===== src/rtl/eia_pkg.sv =====
package eia_pkg;
    localparam int NCH = 8;
    localparam int CW  = $clog2(NCH);
    localparam int LW  = 3;
    localparam int DW  = 8;
    localparam int AW  = 2;
    localparam int NIB = DW / 2;

    localparam logic [DW-1:0]  PRIO_RST  = 8'hFF;
    localparam logic [NIB-1:0] VLO_RST   = 4'b0110;
    localparam int             SEL_BIT   = 1;
    localparam logic [AW-1:0]  ADDR_PRIO = 2'd0;
    localparam logic [AW-1:0]  ADDR_VEC  = 2'd1;

    typedef struct packed {
        logic [DW-1:0]  prio;
        logic [NIB-1:0] vlo;
    } cfg_t;

    typedef struct packed {
        logic [NCH-1:0] prev;
        logic [NCH-1:0] pend;
    } pend_t;

    function automatic logic [LW-1:0] chan_level(input logic [DW-1:0] prio,
                                                 input logic [CW-1:0] ch);
        return {prio[{ch[CW-1:1], 1'b1}], prio[{ch[CW-1:1], 1'b0}], ch[0]};
    endfunction
endpackage


===== src/rtl/eia_regs.sv =====
module eia_regs
    import eia_pkg::*;
(
    input  logic           clk,
    input  logic           rst_n,
    input  logic           wr,
    input  logic [AW-1:0]  addr,
    input  logic [DW-1:0]  wdata,
    output logic [DW-1:0]  rdata,
    output logic [DW-1:0]  prio,
    output logic [NIB-1:0] vhi,
    output logic [NIB-1:0] vlo
);
    cfg_t           cfg_d, cfg_q;
    logic [NIB-1:0] vhi_d, vhi_q;

    always_comb begin
        cfg_d = cfg_q;
        vhi_d = vhi_q;
        if (wr) begin
            if (addr == ADDR_PRIO) begin
                cfg_d.prio = wdata;
            end
            if (addr == ADDR_VEC) begin
                cfg_d.vlo = wdata[NIB-1:0];
                vhi_d     = wdata[DW-1:NIB];
            end
        end
    end

    always_ff @(posedge clk or negedge rst_n) begin
        if (!rst_n) begin
            cfg_q.prio <= PRIO_RST;
            cfg_q.vlo  <= VLO_RST;
        end else begin
            cfg_q <= cfg_d;
        end
    end

    // Upper vector nibble deliberately has no reset.
    always_ff @(posedge clk) begin
        vhi_q <= vhi_d;
    end

    always_comb begin
        case (addr)
            ADDR_PRIO: rdata = cfg_q.prio;
            ADDR_VEC:  rdata = {vhi_q, cfg_q.vlo};
            default:   rdata = '0;
        endcase
    end

    assign prio = cfg_q.prio;
    assign vhi  = vhi_q;
    assign vlo  = cfg_q.vlo;

    a_r1_prio_hold: assert property (@(posedge clk) disable iff (!rst_n)
        !(wr && addr == ADDR_PRIO) |=> $stable(prio));

    a_r1_prio_write: assert property (@(posedge clk) disable iff (!rst_n)
        (wr && addr == ADDR_PRIO) |=> prio == $past(wdata));

    a_r2_vec_write: assert property (@(posedge clk) disable iff (!rst_n)
        (wr && addr == ADDR_VEC) |=> {vhi, vlo} == $past(wdata));
endmodule


===== src/rtl/eia_pending.sv =====
module eia_pending
    import eia_pkg::*;
(
    input  logic           clk,
    input  logic           rst_n,
    input  logic [NCH-1:0] pin,
    input  logic           wdog,
    input  logic           a0_from_pin,
    input  logic           ack,
    input  logic [CW-1:0]  ack_chan,
    output logic [NCH-1:0] pend
);
    pend_t          st_d, st_q;
    logic [NCH-1:0] src;
    logic [NCH-1:0] rise;
    logic [NCH-1:0] clr;

    for (genvar g = 0; g < NCH; g++) begin : g_ch
        if (g == 0) begin : g_sel
            assign src[g] = a0_from_pin ? pin[g] : wdog;
        end else begin : g_pin
            assign src[g] = pin[g];
        end
        assign clr[g] = ack && (ack_chan == CW'(g));

        a_r6_ack_clears: assert property (@(posedge clk) disable iff (!rst_n)
            (clr[g] && !rise[g]) |=> !pend[g]);

        a_r5_edge_sets: assert property (@(posedge clk) disable iff (!rst_n)
            rise[g] |=> pend[g]);

        a_r5_no_spurious: assert property (@(posedge clk) disable iff (!rst_n)
            (!pend[g] && !rise[g]) |=> !pend[g]);
    end

    assign rise = src & ~st_q.prev;

    always_comb begin
        st_d      = st_q;
        st_d.prev = src;
        st_d.pend = (st_q.pend & ~clr) | rise;
    end

    always_ff @(posedge clk or negedge rst_n) begin
        if (!rst_n) begin
            st_q.prev <= '1;
            st_q.pend <= '0;
        end else begin
            st_q <= st_d;
        end
    end

    assign pend = st_q.pend;
endmodule


===== src/rtl/eia_arbiter.sv =====
module eia_arbiter
    import eia_pkg::*;
(
    input  logic           clk,
    input  logic           rst_n,
    input  logic [DW-1:0]  prio,
    input  logic [NCH-1:0] pend,
    input  logic [NCH-1:0] en,
    input  logic [LW-1:0]  cur_level,
    output logic           req,
    output logic [LW-1:0]  win_level,
    output logic [CW-1:0]  win_chan
);
    logic [NCH-1:0] live;
    logic [LW-1:0]  lvl;
    logic           found;

    assign live = pend & en;

    // Strict compare keeps the lower index on equal levels.
    always_comb begin
        found     = 1'b0;
        win_level = '1;
        win_chan  = '0;
        lvl       = '0;
        for (int i = 0; i < NCH; i++) begin
            lvl = chan_level(prio, CW'(i));
            if (live[i] && (!found || lvl < win_level)) begin
                found     = 1'b1;
                win_level = lvl;
                win_chan  = CW'(i);
            end
        end
    end

    assign req = found && (win_level < cur_level);

    a_r7_winner_live: assert property (@(posedge clk) disable iff (!rst_n)
        req |-> (pend[win_chan] && en[win_chan]));

    a_r7_idle_quiet: assert property (@(posedge clk) disable iff (!rst_n)
        (live == '0) |-> !req);

    a_r8_above_current: assert property (@(posedge clk) disable iff (!rst_n)
        req |-> (win_level < cur_level));
endmodule


===== src/rtl/ext_irq_arbiter.sv =====
module ext_irq_arbiter
    import eia_pkg::*;
(
    input  logic           clk,
    input  logic           rst_n,
    input  logic           reg_wr,
    input  logic [1:0]     reg_addr,
    input  logic [7:0]     reg_wdata,
    output logic [7:0]     reg_rdata,
    input  logic [7:0]     irq_pin,
    input  logic           wdog_eoc,
    input  logic [7:0]     irq_en,
    input  logic [2:0]     cur_level,
    input  logic           irq_ack,
    input  logic [2:0]     ack_chan,
    output logic [7:0]     irq_pending,
    output logic           irq_req,
    output logic [2:0]     irq_level,
    output logic [2:0]     irq_chan,
    output logic [7:0]     irq_vector
);
    logic [DW-1:0]  prio;
    logic [NIB-1:0] vhi;
    logic [NIB-1:0] vlo;

    eia_regs u_regs (
        .clk   (clk),
        .rst_n (rst_n),
        .wr    (reg_wr),
        .addr  (reg_addr),
        .wdata (reg_wdata),
        .rdata (reg_rdata),
        .prio  (prio),
        .vhi   (vhi),
        .vlo   (vlo)
    );

    eia_pending u_pend (
        .clk         (clk),
        .rst_n       (rst_n),
        .pin         (irq_pin),
        .wdog        (wdog_eoc),
        .a0_from_pin (vlo[SEL_BIT]),
        .ack         (irq_ack),
        .ack_chan    (ack_chan),
        .pend        (irq_pending)
    );

    eia_arbiter u_arb (
        .clk       (clk),
        .rst_n     (rst_n),
        .prio      (prio),
        .pend      (irq_pending),
        .en        (irq_en),
        .cur_level (cur_level),
        .req       (irq_req),
        .win_level (irq_level),
        .win_chan  (irq_chan)
    );

    assign irq_vector = {vhi, irq_chan, 1'b0};

    a_r9_vector_low: assert property (@(posedge clk) disable iff (!rst_n)
        irq_req |-> (irq_vector[3:0] == {irq_chan, 1'b0}));

    a_r3_level_lsb: assert property (@(posedge clk) disable iff (!rst_n)
        irq_req |-> (irq_level[0] == irq_chan[0]));
endmodule


===== config.mk =====
export PLATFORM = sky130hd
export DESIGN_NAME = ext_irq_arbiter
export DESIGN_NICKNAME = d
export VERILOG_FILES = /design/src/rtl/eia_pkg.sv /design/src/rtl/eia_regs.sv /design/src/rtl/eia_pending.sv /design/src/rtl/eia_arbiter.sv /design/src/rtl/ext_irq_arbiter.sv
export SDC_FILE = /design/constraint.sdc
export NUM_CORES = 1
export LEC_CHECK = 0
export ABC_AREA = 0
export CORE_MARGIN = 2
export CORE_UTILIZATION = 55
export DETAILED_ROUTE_END_ITERATION = 8
export DONT_BUFFER_PORTS = 1
export HOLD_SLACK_MARGIN = 0.08
export PLACE_DENSITY = 0.74
export SLEW_MARGIN = 20
export SYNTH_ARGS = -nofsm -noshare
export SYNTH_HDL_FRONTEND = slang
export SYNTH_SLANG_ARGS = --single-unit

===== constraint.sdc =====
create_clock -name clk -period 11.5 [get_ports clk]
set_input_delay 1.15 -clock clk [delete_from_list [all_inputs] [get_ports clk]]
set_output_delay 1.15 -clock clk [all_outputs]
set_load 0.005 [all_outputs]

==> results.txt <==
asr flop ratio synth - 87.5%
largest net degree at the start of global routing - 29
starting density of the core - 58.4%
Layout area overhead - 3.38%
synthesized area per cell - 9.63 sq um
die height - 67.0 um
Clock Sinks - 32
gr ovfl total - 0
Pwr Density - 194 mW/mm^2
Clock Tree Buf Depth - 2
Antenna Nets Post-Route - 0
WP buf/inv - 2
Via density - 6.14
clk root buf - clkbuf_8
CTS tree - yes
io pins - 68
number of synthesized flops with an enable pin - 4
period utilization - 93.7%
Tot Pwr - 438 uW
Final min period - 10.78 ns
vias in the first global route - 1639
Post-Syn Nets - 275
hold buffer count at cts - 0
vias - 1651
worst skew pair latency - 0.28 ns
Final Core Density - 60.4%
VDD IR-drop max - 107 uV
Synth cell types - 54
first-pass GRT wire length - 7490 um
RSZ-0062 raised after global routing - false
worst slew pin tran - 0.828 ns
Placer Congestion - 0.893
multi-input logic area - 0.00117 sq mm
initial antenna violation count - 0
Setup TNS - 0 ns
CP startpoint kind - primary input
Most common cell on crit path - ha_1
number of synthesized register bits - 32
# setup viols final - 0
Avg WL per Cell - 17.0 um
dpl cells - 261
Syn Inst Count - 227
Cell Area, Synth - 0.00219 sq mm
drc violations - 0
highest clock rate - 0.0928 GHz
layout cells sized above 1 - 23.5%
worst clock skew - 0.00183 ns
max incr delay on CP - 0.45 ns
clock buffer count from CTS - 5
data arrival time of the worst path - 9.63 ns
ys flop type - dfstp_2
status - completed
die width - 67.0 um
n_diodes - 0
Max-slew headroom - 44.8%
Hold Fails Final Rpt - 0
post-cts sizing count - 0
setup bufs post-CTS - 0
Total Nets Final - 268
warnings from Yosys - 0
Buffers on Ports - 0
Crit Path Category - in2out
Crit. End Element - output pin
H-tree lvl count - 2
Hold Crit Class - reg2reg
Crit path max-delay family - compound AO/OA/AOI/OAI gates
slowest CP cell - a211o_2
DR pass1 iterations - 4
crit path max fanout - 8
Die ar. - 0.00449 sq mm
Final Max Tran Viols - 0
Core Region - 0.00374 sq mm
Storage cell area - 843 sq um
detailed placement HPWL - 3610 um
Worst Hold Slack - 0.506 ns
FILL cells - 323
LEAKAGE - 0.000984 uW
max cap viols - 0
DR iter-0 viols - 104
Final Non-Filler Cells - 269
gr usage total - 22.6%
WP data required - 10.35 ns
drt total wl - 4580 um
Seq/Total Area, Yosys - 38.6%
FP Rows - 22
clock slew at reported path FFs - 0.06 ns
registers in the layout (all words and copies together), names as in the netlist:
name         cells
u_pend.pend      8
u_pend.st_q      8
u_regs.prio      8
u_regs.vhi       4
u_regs.vlo       4
cells by family (layout without fill, tap and decap cells):
logic type | count (synthesis) | count (layout) | synth area share [%]
buf+inv | 33 | 27 | 7.73
fa+ha+maj | 11 | 11 | 6.30
compound gates | 63 | 63 | 21.0
simple gates | 65 | 65 | 15.3
other cells | 1 | 1 | 0.172
flops | 32 | 32 | 38.6
mux | 22 | 22 | 10.9
area by class of cell:
| class | count | share of cell area (%) |
|---|---|---|
| multi-input combinational | 162 | 51.9 |
| sequential | 32 | 37.3 |
| clock buffer | 6 | 3.21 |
| inverter | 18 | 2.99 |
| tap | 48 | 2.66 |
| clock inverter | 2 | 1.55 |
| timing repair buffer | 1 | 0.332 |
cells in the mapped netlist, types with 4 or more instances:
cell | number | area, sq um
a21o_1 | 5 | 37.5
ha_1 | 11 | 138
inv_1 | 18 | 67.6
nand2_1 | 18 | 67.6
a21oi_1 | 8 | 40.0
dfrtp_1 | 10 | 250
mux2_2 | 11 | 124
dfstp_2 | 18 | 473
o21ai_0 | 22 | 110
buf_4 | 12 | 90.1
edfxtp_1 | 4 | 120
nand2b_1 | 5 | 31.3
mux2i_1 | 10 | 100
nor2_1 | 24 | 90.1
metal layers:
metal | track usage [%] | wire (um) | vias to the layer above
met1 | 27.1 | 1880 | 787
met2 | 36.8 | 2270 | 60
met5 | 0 | 0 | -
li1 | - | - | 797
met4 | 9.44 | 71 | 0
met3 | 7.94 | 355 | 7
cells in the final DEF (no fill, tap or decap), types with 2 or more instances in the layout:
master and instances:
o211ai_1 2, dfrtp_1 10, o31ai_1 2, mux2i_1 10
o21a_1 3, and2_1 2, mux2_2 11, a21o_1 5
a22oi_1 2, edfxtp_1 4, ha_1 11, nand2b_1 5
nor2_1 24, nand2_1 18, nand4_1 2, dfstp_2 18
a21oi_1 8, o21ai_0 22, inv_1 18, a31o_2 3
clkbuf_8 5
metrics by stage:
stage	worst slack [ns]	cell area (sq um)
after floorplan	1.60	2190
after global placement	1.08	2150
after detailed placement	0.916	2150
after CTS	0.819	2260
after global routing	0.116	2260
final	0.725	2260
power by group:
part / total (uW) / internal (uW) / switching, uW
sequential: 150 / 134 / 15.5
combinational: 185 / 85.8 / 98.7
clock: 103 / 64.2 / 39.1
total: 438 / 284 / 153
path summary, 6_finish.rpt:
kind	start	endpoint	slack [ns]	cells after the start
setup / recovery	irq_en[0]	irq_req	0.72	39
hold / removal	u_regs.vlo[0]	u_regs.vlo[0]	0.51	1
setup reg to reg	u_regs.vlo[1]	u_pend.pend[0]	10.37	3
hold reg to reg	u_regs.vlo[0]	u_regs.vlo[0]	0.51	1
max in group asynchronous	rst_n	u_regs.vlo[2]	10.77	0
min in group asynchronous	rst_n	u_regs.vlo[3]	0.55	0
No activity file was read; power rests on OpenSTA's default activity.
